**src/rtl/tx_err_inject.sv**
```systemverilog
module tx_err_inject (
  input  logic clk,
  input  logic rst_n,
  input  logic mode_e1,
  input  logic req_lcv,
  input  logic req_frm,
  input  logic req_crc,
  input  logic frm_pos,
  input  logic crc_pos,
  input  logic in_pos,
  input  logic in_neg,
  output logic out_pos,
  output logic out_neg,
  output logic pend_lcv,
  output logic pend_frm,
  output logic pend_crc
);

  logic last_pos, prev_mark;
  logic arm_l, arm_f, arm_c;
  logic hit_f, hit_c, inv, mark_in, mark_out, lcv_hit, pol;

  assign arm_l   = pend_lcv | req_lcv;
  assign arm_f   = pend_frm | req_frm;
  assign arm_c   = pend_crc | req_crc;
  assign mark_in = in_pos | in_neg;

  assign hit_f    = frm_pos & arm_f;
  assign hit_c    = crc_pos & arm_c;
  assign inv      = hit_f | hit_c;
  assign mark_out = mark_in ^ inv;
  assign lcv_hit  = arm_l & mark_in & ~inv & (mode_e1 | prev_mark);

  always_comb begin
    if (inv)          pol = ~last_pos;
    else if (mode_e1) pol = in_pos ^ lcv_hit;
    else              pol = lcv_hit ? last_pos : ~last_pos;
  end

  assign out_pos = mark_out & pol;
  assign out_neg = mark_out & ~pol;

  always_ff @(posedge clk) begin
    if (!rst_n) begin
      pend_lcv  <= 1'b0;
      pend_frm  <= 1'b0;
      pend_crc  <= 1'b0;
      last_pos  <= 1'b0;
      prev_mark <= 1'b0;
    end else begin
      pend_lcv  <= arm_l & ~lcv_hit;
      pend_frm  <= arm_f & ~hit_f;
      pend_crc  <= arm_c & ~hit_c;
      prev_mark <= mark_out;
      if (mark_out) last_pos <= pol;
    end
  end

  p_rails_excl_r11: assert property (@(posedge clk) disable iff (!rst_n)
    !(out_pos && out_neg));

  p_arm_crc_r1: assert property (@(posedge clk) disable iff (!rst_n)
    req_crc && !crc_pos |=> pend_crc);

  p_hold_lcv_r4: assert property (@(posedge clk) disable iff (!rst_n)
    pend_lcv && !out_pos && !out_neg |=> pend_lcv);

  p_frm_clear_r7: assert property (@(posedge clk) disable iff (!rst_n)
    pend_frm && frm_pos |=> !pend_frm);

  p_crc_clear_r8: assert property (@(posedge clk) disable iff (!rst_n)
    pend_crc && crc_pos |=> !pend_crc);

  p_e1_pass_r6: assert property (@(posedge clk) disable iff (!rst_n)
    mode_e1 && !pend_lcv && !req_lcv && !frm_pos && !crc_pos
      |-> (out_pos == in_pos) && (out_neg == in_neg));

  p_reset_clear_r12: assert property (@(posedge clk)
    !rst_n |=> !pend_lcv && !pend_frm && !pend_crc);

endmodule

```
**config.mk**
```make
export PLATFORM = sky130hd
export DESIGN_NAME = tx_err_inject
export DESIGN_NICKNAME = d
export VERILOG_FILES = /design/src/rtl/tx_err_inject.sv
export SDC_FILE = /design/constraint.sdc
export NUM_CORES = 1
export LEC_CHECK = 0
export ABC_CLOCK_PERIOD_IN_PS = 2300
export BUFFER_PORTS_ARGS = -buffer_cell sky130_fd_sc_hd__buf_2
export CAP_MARGIN = 20
export CORE_AREA = 2 2 39 41
export CTS_BUF_LIST = sky130_fd_sc_hd__clkbuf_16
export DETAILED_ROUTE_END_ITERATION = 8
export DIE_AREA = 0 0 41 43
export GPL_TIMING_DRIVEN = 0
export HOLD_SLACK_MARGIN = 0.05
export PLACE_DENSITY_LB_ADDON = 0.05
export SYNTH_ARGS = -nofsm -noshare
export SYNTH_HDL_FRONTEND = slang
export SYNTH_SLANG_ARGS = --single-unit
```
**constraint.sdc**
```tcl
create_clock -name clk -period 2.3 [get_ports clk]
set_input_delay 0.46 -clock clk [delete_from_list [all_inputs] [get_ports clk]]
set_output_delay 0.46 -clock clk [all_outputs]
set_load 0.005 [all_outputs]
```
==> results.py, run 1 <==
metrics = {
    "worst_setup_path": {
        "worstSetupStartpoint": "req_crc",
        "crit_path_max_incr_delay_ns": 0.25,
        "worst_ep_required_time_ns": 1.84,
        "end_kind": "output port",
        "crit_type": "in -> out",
        "r2r_start": "pend_crc",
        "cp-start-kind": "input pin",
        "path_max_fanout": 5,
        "crit_top_cell": "buf_2",
        "cp_data_arrival_time_ns": 1.36,
        "worstReg2RegEnd": "prev_mark",
        "crit_slowest_cell": "or2_1",
        "regToRegSetupSlack_ns": 1.23,
        "crit_end": "out_pos",
        "cp_cell_sequence": "buf_2 > o21ai_2 > nand2_2 > or2_1 > o22ai_1 > buf_2",
        "reg2regPathDepth": 4,
    },
    "logic_synthesis": {
        "yosys_warnings": 0,
        "synthCells": 34,
        "ys_ff_latch": 5,
        "synth_cell_types": 21,
        "synth_area_leader_cell": "dfxtp_1",
        "syn_area_per_cell_um2": 9.02,
        "synth_area_um2": 307,
        "synth_top_area_share_pct": 32.7,
        "syn_nets": 44,
        "synth.area.top_cells": "dfxtp_1 33%, o21ai_2 8.6%, nor2_4 7.3%",
        "ys_seq_area_share_pct": 32.7,
    },
    "routing": {
        "drt_iter0_drc": 2,
        "route.detailed.drc": 0,
        "routedWlPerCell_um": 10.9,
        "drt_wl_total_um": 742,
        "via_per_inst": 4.62,
        "vias": 314,
        "detail-route-antenna-nets": 0,
        "firstDrtPassIters": 4,
    },
    "final_layout": {
        "mostFrequentLayoutCells": "14 x buf_2, 5 x dfxtp_1, 4 x nor2_1",
        "num_antenna_cells": 0,
        "final_common_cell": "buf_2",
        "finish.utilization_pct": 34.4,
        "stdcell_area_um2": 475,
        "final.fill_count": 149,
        "nets": 63,
        "area_delta_synth_final_pct": 55.1,
        "drive_gt1_share_pct": 50.0,
        "layout.cells.non_filler": 68,
    },
    "placed_design": {
        "dp_hpwl_um": 599,
        "portBuffers": 14,
        "pre_cts_slack_ns": 0.474,
        "place_inst": 64,
        "gp_congestion": 0.620,
        "dpl-instance-area_um2": 397,
    },
    "outcome": {
        "status": "finished clean",
    },
    "floorplanning": {
        "design.core.area_um2": 1380,
        "dieWidth_um": 41,
        "rows": 14,
        "start_util_pct": 22.2,
        "top_level_ports": 15,
        "die_area_um2": 1760,
        "die_y_um": 43,
    },
    "global_route": {
        "track_usage_pct": 10.8,
        "grt_max_degree": 9,
        "overflow": 0,
        "grt_pass1_vias": 308,
        "antenna_found_initial": 0,
        "grt_pass1_wl_um": 1220,
    },
    "sta": {
        "fin_tns_setup_ns": 0,
        "relSlewSlack_pct": 85.9,
        "fmax_ghz": 0.548,
        "worst_slack_ns": 0.475,
        "hold_viol": 0,
        "rsz0062_at_grt": "false",
        "drv_slew": 0,
        "worst_slew_pin_slew_ns": 0.212,
        "fin_worst_skew_ns": 0.00176,
        "setup_viol": 0,
        "fin_hold_ws_ns": 0.422,
        "post-route-period-util_pct": 79.3,
        "period_needed_ns": 1.82,
    },
    "power": {
        "p_sw_mw": 0.0979,
        "p_int_mw": 0.353,
        "power.density_nw_per_um2": 948,
        "p_leak_nw": 0.212,
        "pwr-share-comb_pct": 14.8,
        "power.total_mw": 0.451,
        "seqPwrFrac_pct": 22.5,
        "clkPwrFrac_pct": 62.7,
        "p_sw_share_pct": 21.7,
        "peakVddDrop_uv": 370,
    },
    "cts": {
        "hold_buffers": 0,
        "path_clk_slew_ns": 0.03,
        "clockBufferDepth": 2,
        "cts_max_level": 1,
        "cts_tree": "built",
        "clkSinkCount": 5,
        "cts_buffers": 3,
        "post_cts_buffers": 0,
        "root_buffer": "clkbuf_16",
        "insertion_delay_ns": 0.23,
        "ctsResizeCount": 0,
    },
    "flow_run": {
        "maxCapViolCount": 0,
    },
    "min_path": {
        "hp-class": "in -> reg",
    },
}
## power groups by stage
| stage | registers, mW | logic [mW] | clock network [mW] |
|---|---|---|---|
| after detailed placement | 0.103 | 0.0679 | 0 |
| after floorplan | 0.102 | 0.0411 | 0 |
| after global routing | 0.102 | 0.0742 | 0.296 |
| final | 0.101 | 0.0668 | 0.282 |
| after global placement | 0.102 | 0.0664 | 0 |
| after CTS | 0.101 | 0.0680 | 0.289 |
## cells in the mapped netlist, drive strengths merged
| cell | number |
|---|---|
| o21ai | 5 |
| nand3 | 1 |
| xnor2 | 1 |
| and3 | 1 |
| o2bb2ai | 1 |
| o22ai | 2 |
| o221ai | 1 |
| or2 | 1 |
| a21boi | 1 |
| nand4b | 1 |
| nor2 | 6 |
| nor3b | 2 |
| nand2 | 4 |
| inv | 1 |
| dfxtp | 5 |
| a31oi | 1 |
## metal layers
layer	GRT usage, %	wire, um
met1	11.7	302
met2	15.6	355
met3	3.14	68
met4	10.0	16
met5	0	0
## registers in the layout, summed over array words and instances (netlist names)
register / count
last_pos: 1
pend_crc: 1
pend_frm: 1
pend_lcv: 1
prev_mark: 1
## worst min-delay path by stage
stage                   from  endpoint  slack (ns)  depth (start not counted)
finish               frm_pos  pend_frm        0.42                          2
global route         frm_pos  pend_frm        0.42                          2
CTS                  frm_pos  pend_frm        0.42                          2
detailed placement  pend_crc  pend_crc        0.49                          2
global placement    pend_crc  pend_crc        0.48                          2
floorplan           pend_crc  pend_crc        0.49                          2
## cell type report
class | count | area [um^2] | share of cell area [%]
inverter | 1 | 3.75 | 0.789
timing repair buffer | 14 | 70.1 | 14.7
clock inverter | 1 | 3.75 | 0.789
clock buffer | 3 | 75.1 | 15.8
multi-input combinational | 28 | 203 | 42.6
sequential | 5 | 100 | 21.1
tap | 16 | 20.0 | 4.21
## worst max-delay path: cells and delay by family
family                 cells  cell delay, ns
AND/OR/NAND/NOR            2            0.36
AO/OA/AOI/OAI              2            0.30
buffers and inverters      2            0.24
## cell families after synthesis
group / count (synthesis) / share of synthesized area (%)
compound gates: 11 / 29.4
xor+xnor: 1 / 5.31
buf+inv: 1 / 1.22
flops: 5 / 32.7
simple gates: 16 / 31.4
Power figures use the tool's default switching activity.
==> run 2: changes to the inputs <==
--- a/config.mk
+++ b/config.mk
@@ -5,7 +5,7 @@
 export SDC_FILE = /design/constraint.sdc
 export NUM_CORES = 1
 export LEC_CHECK = 0
-export ABC_CLOCK_PERIOD_IN_PS = 2300
+export ABC_CLOCK_PERIOD_IN_PS = 1600
 export BUFFER_PORTS_ARGS = -buffer_cell sky130_fd_sc_hd__buf_2
 export CAP_MARGIN = 20
 export CORE_AREA = 2 2 39 41
==> constraint.sdc (replaced) <==
create_clock -name clk -period 1.6 [get_ports clk]
set_input_delay 0.32 -clock clk [delete_from_list [all_inputs] [get_ports clk]]
set_output_delay 0.32 -clock clk [all_outputs]
set_load 0.005 [all_outputs]
==> run 2 against run 1 <==
Effect of this change:
- die area did not move
- flip-flop and latch count unchanged
- critical path type is now reg -> out
- critical path depth fell by 1
- final area up 15%
- largest power group unchanged
- cell count grew 13%
- via count increased by 13%
==> results.py, run 2 (synthesis gave the netlist of run 1 again) <==
metrics = {
    "placed_design": {
        "dpl-instance-area_um2": 397,
        "dp_hpwl_um": 599,
        "portBuffers": 14,
        "gp_congestion": 0.620,
    },
    "worst_setup_path": {
        "cp_top_family": "compound AO/OA/AOI/OAI gates",
        "regToRegSetupSlack_ns": 0.39,
        "cp_cell_sequence": "o22ai_2 > nor2_4 > xnor2_2 > o2bb2ai_1 > buf_2",
        "crit_slowest_cell": "dfxtp_1",
        "crit_type": "reg -> out",
        "cp_data_arrival_time_ns": 1.26,
        "cp-start-kind": "flip-flop",
        "worstSetupStartpoint": "pend_lcv",
        "reg2regPathDepth": 7,
        "r2r_start": "pend_crc",
        "worst_ep_required_time_ns": 1.28,
        "crit_path_max_incr_delay_ns": 0.32,
        "path_max_fanout": 3,
        "end_kind": "output port",
        "crit_buf_inv": 1,
        "worstReg2RegEnd": "last_pos",
    },
    "min_path": {
        "hp-class": "in -> reg",
        "hold_start": "frm_pos",
        "hold_path_depth": 2,
        "holdPathEnd": "pend_frm",
    },
    "power": {
        "p_sw_share_pct": 22.1,
        "power.total_mw": 0.675,
        "p_sw_mw": 0.149,
        "peakVddDrop_uv": 538,
        "clkPwrFrac_pct": 60.5,
        "p_leak_nw": 0.255,
        "seqPwrFrac_pct": 21.6,
        "pwr-share-comb_pct": 17.9,
        "power.density_nw_per_um2": 1240,
        "p_int_mw": 0.526,
    },
    "sta": {
        "relSlewSlack_pct": 85.5,
        "worst_slew_pin_slew_ns": 0.217,
        "post-route-period-util_pct": 98.7,
        "rsz0062_at_grt": "true",
        "period_needed_ns": 1.58,
        "hold_viol": 0,
        "fmax_ghz": 0.633,
        "fin_worst_skew_ns": 0.00197,
        "drv_slew": 0,
        "setup_viol": 0,
        "fin_hold_ws_ns": 0.273,
    },
    "routing": {
        "firstDrtPassIters": 2,
        "vias": 354,
        "drt_wl_total_um": 877,
        "drt_iter0_drc": 4,
        "routedWlPerCell_um": 11.4,
        "via_per_inst": 4.60,
        "detail-route-antenna-nets": 0,
        "route.detailed.drc": 0,
    },
    "flow_run": {
        "maxCapViolCount": 0,
    },
    "global_route": {
        "met2_usage_pct": 19.4,
        "overflow": 0,
        "grt_pass1_wl_um": 1440,
        "track_usage_pct": 12.6,
        "use_met1_pct": 13.6,
        "busiest_layer": "met2",
        "antenna_found_initial": 0,
        "grt_max_degree": 9,
        "grt_pass1_vias": 356,
        "grtUsageMet3_pct": 3.14,
    },
    "final_layout": {
        "stdcell_area_um2": 546,
        "nets": 72,
        "mostFrequentLayoutCells": "14 x buf_2, 9 x buf_4, 4 x nor2_1",
        "num_antenna_cells": 0,
        "area_delta_synth_final_pct": 78.0,
        "final_common_cell": "buf_2",
        "drive_gt1_share_pct": 60.7,
    },
    "cts": {
        "insertion_delay_ns": 0.23,
        "cts_buffers": 3,
        "cts_tree": "built",
        "root_buffer": "clkbuf_16",
        "clockBufferDepth": 2,
        "path_clk_slew_ns": 0.03,
        "cts_max_level": 1,
        "clkSinkCount": 5,
    },
    "floorplanning": {
        "die_y_um": 43,
        "start_util_pct": 22.2,
        "rows": 14,
        "die_area_um2": 1760,
        "dieWidth_um": 41,
        "top_level_ports": 15,
        "design.core.area_um2": 1380,
    },
    "outcome": {
        "status": "finished clean",
    },
}
-- run 2: changes by cell type in the layout (fill, tap and decap cells not counted), sizes merged --
cell and change:
buf +9
-- run 2: through the flow --
step                      setup WS, ns  TNS (ns)  cells  util, %
final                           0.0205         0     77     39.4
after global routing           -0.0574    -0.114     77     39.4
after CTS                      0.00324         0     77     39.4
after detailed placement        0.0541         0     64     28.7
after global placement          0.0662         0     64     28.7
after floorplan                  0.340         0     34        -
-- run 2: final cells by class --
class | count | area [um^2]
repair buffers | 23 | 138
multi-input cells | 28 | 203
flip-flops and latches | 5 | 103
clock inverters | 1 | 3.75
fillers | 147 | 838
well taps | 16 | 20.0
inverters | 1 | 3.75
clock buffers | 3 | 75.1
-- run 2: how the worst max path moves through the flow --
stage | endpoint | slack (ns) | depth (start not counted)
6_report | out_neg | 0.02 | 5
5_1_grt | out_pos | -0.06 | 5
4_1_cts | out_pos | 0.003 | 5
3_5_place_dp | out_pos | 0.05 | 6
3_3_place_gp | out_pos | 0.07 | 6
2_1_floorplan | out_pos | 0.34 | 4
-- run 2: power by group through the flow --
stage                     Combinational (mW)  Sequential (mW)  Clock (mW)
final                                  0.121            0.146       0.409
after global placement                0.0954            0.147           0
after global routing                   0.133            0.148       0.425
after CTS                              0.120            0.146       0.416
after detailed placement              0.0976            0.148           0
after floorplan                       0.0591            0.147           0
-- run 2: repair_timing --
action	in CTS	in global routing
gates resized for setup	2	0
hold buffers	0	0
endpoints found under the setup margin	1	2
buffers inserted	9	0
pin swaps	3	4
-- run 2: per-layer routing --
layer,up-vias,share of wire (%)
met1,159,40
met5,-,0
li1,179,-
met4,0,1.8
met2,14,51
met3,2,7.8
==> run 3: changes to the inputs <==
--- a/config.mk
+++ b/config.mk
@@ -14,7 +14,6 @@
 export DIE_AREA = 0 0 41 43
 export GPL_TIMING_DRIVEN = 0
 export HOLD_SLACK_MARGIN = 0.05
-export PLACE_DENSITY_LB_ADDON = 0.05
 export SYNTH_ARGS = -nofsm -noshare
 export SYNTH_HDL_FRONTEND = slang
 export SYNTH_SLANG_ARGS = --single-unit
==> run 3 against run 2 <==
Effect of this change:
- die area did not move
- worst setup slack improved by 0.022 ns
- largest cell class unchanged
- final area rose by 1.8%
- register-to-register slack improved by 0.07 ns
- sequential share of layout area fell by 0.11 points
- sequential power barely moved
- flip-flop and latch count did not move
- largest power group unchanged
- cell count fell by 1.3%
- total power fell by 0.16%
- clock power fell by 2%
- first-iteration DRC count rose by 25%
- utilization rose by 0.72 points
==> results.py, run 3 (synthesis gave the netlist of run 1 again) <==
metrics = {
    "worst_setup_path": {
        "regToRegSetupSlack_ns": 0.46,
        "cp-start-kind": "flip-flop",
        "cp_cell_sequence": "o22ai_2 > nor2_4 > xnor2_2 > o2bb2ai_1 > buf_2",
        "worstSetupStartpoint": "pend_lcv",
        "r2r_start": "pend_lcv",
        "end_kind": "output port",
        "crit_slowest_cell": "dfxtp_2",
        "path_max_fanout": 3,
        "worst_ep_required_time_ns": 1.28,
        "cp_data_arrival_time_ns": 1.24,
        "worstReg2RegEnd": "last_pos",
        "crit_path_max_incr_delay_ns": 0.32,
        "reg2regPathDepth": 5,
        "crit_type": "reg -> out",
    },
    "min_path": {
        "holdPathEnd": "pend_crc",
        "hold_path_depth": 2,
        "hp-class": "in -> reg",
        "hold_start": "crc_pos",
    },
    "routing": {
        "routedWlPerCell_um": 9.61,
        "detail-route-antenna-nets": 0,
        "firstDrtPassIters": 4,
        "route.detailed.drc": 0,
        "drt_wl_total_um": 730,
        "via_per_inst": 4.51,
        "drt_iter0_drc": 5,
        "vias": 343,
    },
    "sta": {
        "drv_slew": 0,
        "hold_viol": 0,
        "rsz0062_at_grt": "true",
        "fin_worst_skew_ns": 0.00124,
        "fin_hold_ws_ns": 0.274,
        "fmax_ghz": 0.642,
        "fin_tns_setup_ns": 0,
        "period_needed_ns": 1.56,
        "setup_viol": 0,
        "worst_slew_pin_slew_ns": 0.222,
        "relSlewSlack_pct": 85.2,
        "worst_slack_ns": 0.0423,
        "post-route-period-util_pct": 97.4,
    },
    "global_route": {
        "grt_max_degree": 9,
        "overflow": 0,
        "grt_pass1_vias": 286,
        "track_usage_pct": 9.76,
        "antenna_found_initial": 0,
        "grt_pass1_wl_um": 1150,
    },
    "final_layout": {
        "drive_gt1_share_pct": 65.0,
        "area_delta_synth_final_pct": 81.2,
        "mostFrequentLayoutCells": "14 x buf_2, 8 x buf_4, 4 x nor2_1",
        "layout.cells.non_filler": 76,
        "nets": 71,
        "final.fill_count": 140,
        "num_antenna_cells": 0,
        "finish.utilization_pct": 40.1,
        "stdcell_area_um2": 556,
        "final_common_cell": "buf_2",
    },
    "placed_design": {
        "portBuffers": 14,
        "gp_congestion": 0.727,
        "dpl-instance-area_um2": 397,
        "pre_cts_slack_ns": 0.0475,
        "place_inst": 64,
    },
    "outcome": {
        "status": "finished clean",
    },
    "power": {
        "power.density_nw_per_um2": 1210,
        "p_leak_nw": 0.256,
        "peakVddDrop_uv": 617,
        "power.total_mw": 0.674,
    },
    "cts": {
        "hold_buffers": 0,
        "cts_buffers": 3,
        "root_buffer": "clkbuf_16",
        "cts_max_level": 1,
        "path_clk_slew_ns": 0.03,
        "cts_tree": "built",
        "clockBufferDepth": 2,
        "clkSinkCount": 5,
        "insertion_delay_ns": 0.22,
    },
    "flow_run": {
        "maxCapViolCount": 0,
    },
    "floorplanning": {
        "top_level_ports": 15,
        "design.core.area_um2": 1380,
        "start_util_pct": 22.2,
        "dieWidth_um": 41,
        "die_y_um": 43,
        "die_area_um2": 1760,
        "rows": 14,
    },
}
-- run 3: final cells by class --
| type | count | area (um^2) | area share, % |
|---|---|---|---|
| multi-input cells | 28 | 219 | 39.4 |
| repair buffers | 22 | 130 | 23.4 |
| flip-flops and latches | 5 | 104 | 18.7 |
| clock buffers | 3 | 75.1 | 13.5 |
| well taps | 16 | 20.0 | 3.60 |
| clock inverters | 1 | 3.75 | 0.676 |
| inverters | 1 | 3.75 | 0.676 |
-- run 3: where the power goes --
part	internal [mW]	total, mW	switching, mW
Clock	0.323	0.399	0.0759
Combinational	0.0710	0.128	0.0568
Sequential	0.137	0.148	0.0107
-- run 3: worst max-delay path: cells and delay by family, from the launching register on --
kind	cells	cell delay, ns
flip-flops	1	0.32
AO/OA/AOI/OAI	2	0.31
AND/OR/NAND/NOR	1	0.06
buffers and inverters	1	0.12
XOR/XNOR	1	0.19
-- run 3: per-layer routing --
layer / routed length, um / track usage, % / vias up
met3: 39 / 0 / 0
met2: 362 / 15.0 / 12
met1: 328 / 12.0 / 155
met5: 0 / 0 / -
li1: - / - / 176
met4: 0 / 8.00 / 0
-- run 3: worst max path at each step --
stage	slack (ns)	cells past startpoint	end
floorplan	0.34	4	out_pos
global placement	0.05	6	out_pos
detailed placement	0.05	6	out_pos
CTS	-0.005	5	out_pos
global route	-0.02	4	out_neg
finish	0.04	5	out_neg
-- run 3: what timing repair did --
action,4_1_cts,5_1_grt
gates resized for setup,2,4
setup buffers,7,1
setup endpoints to repair,1,2
pin swaps,5,5
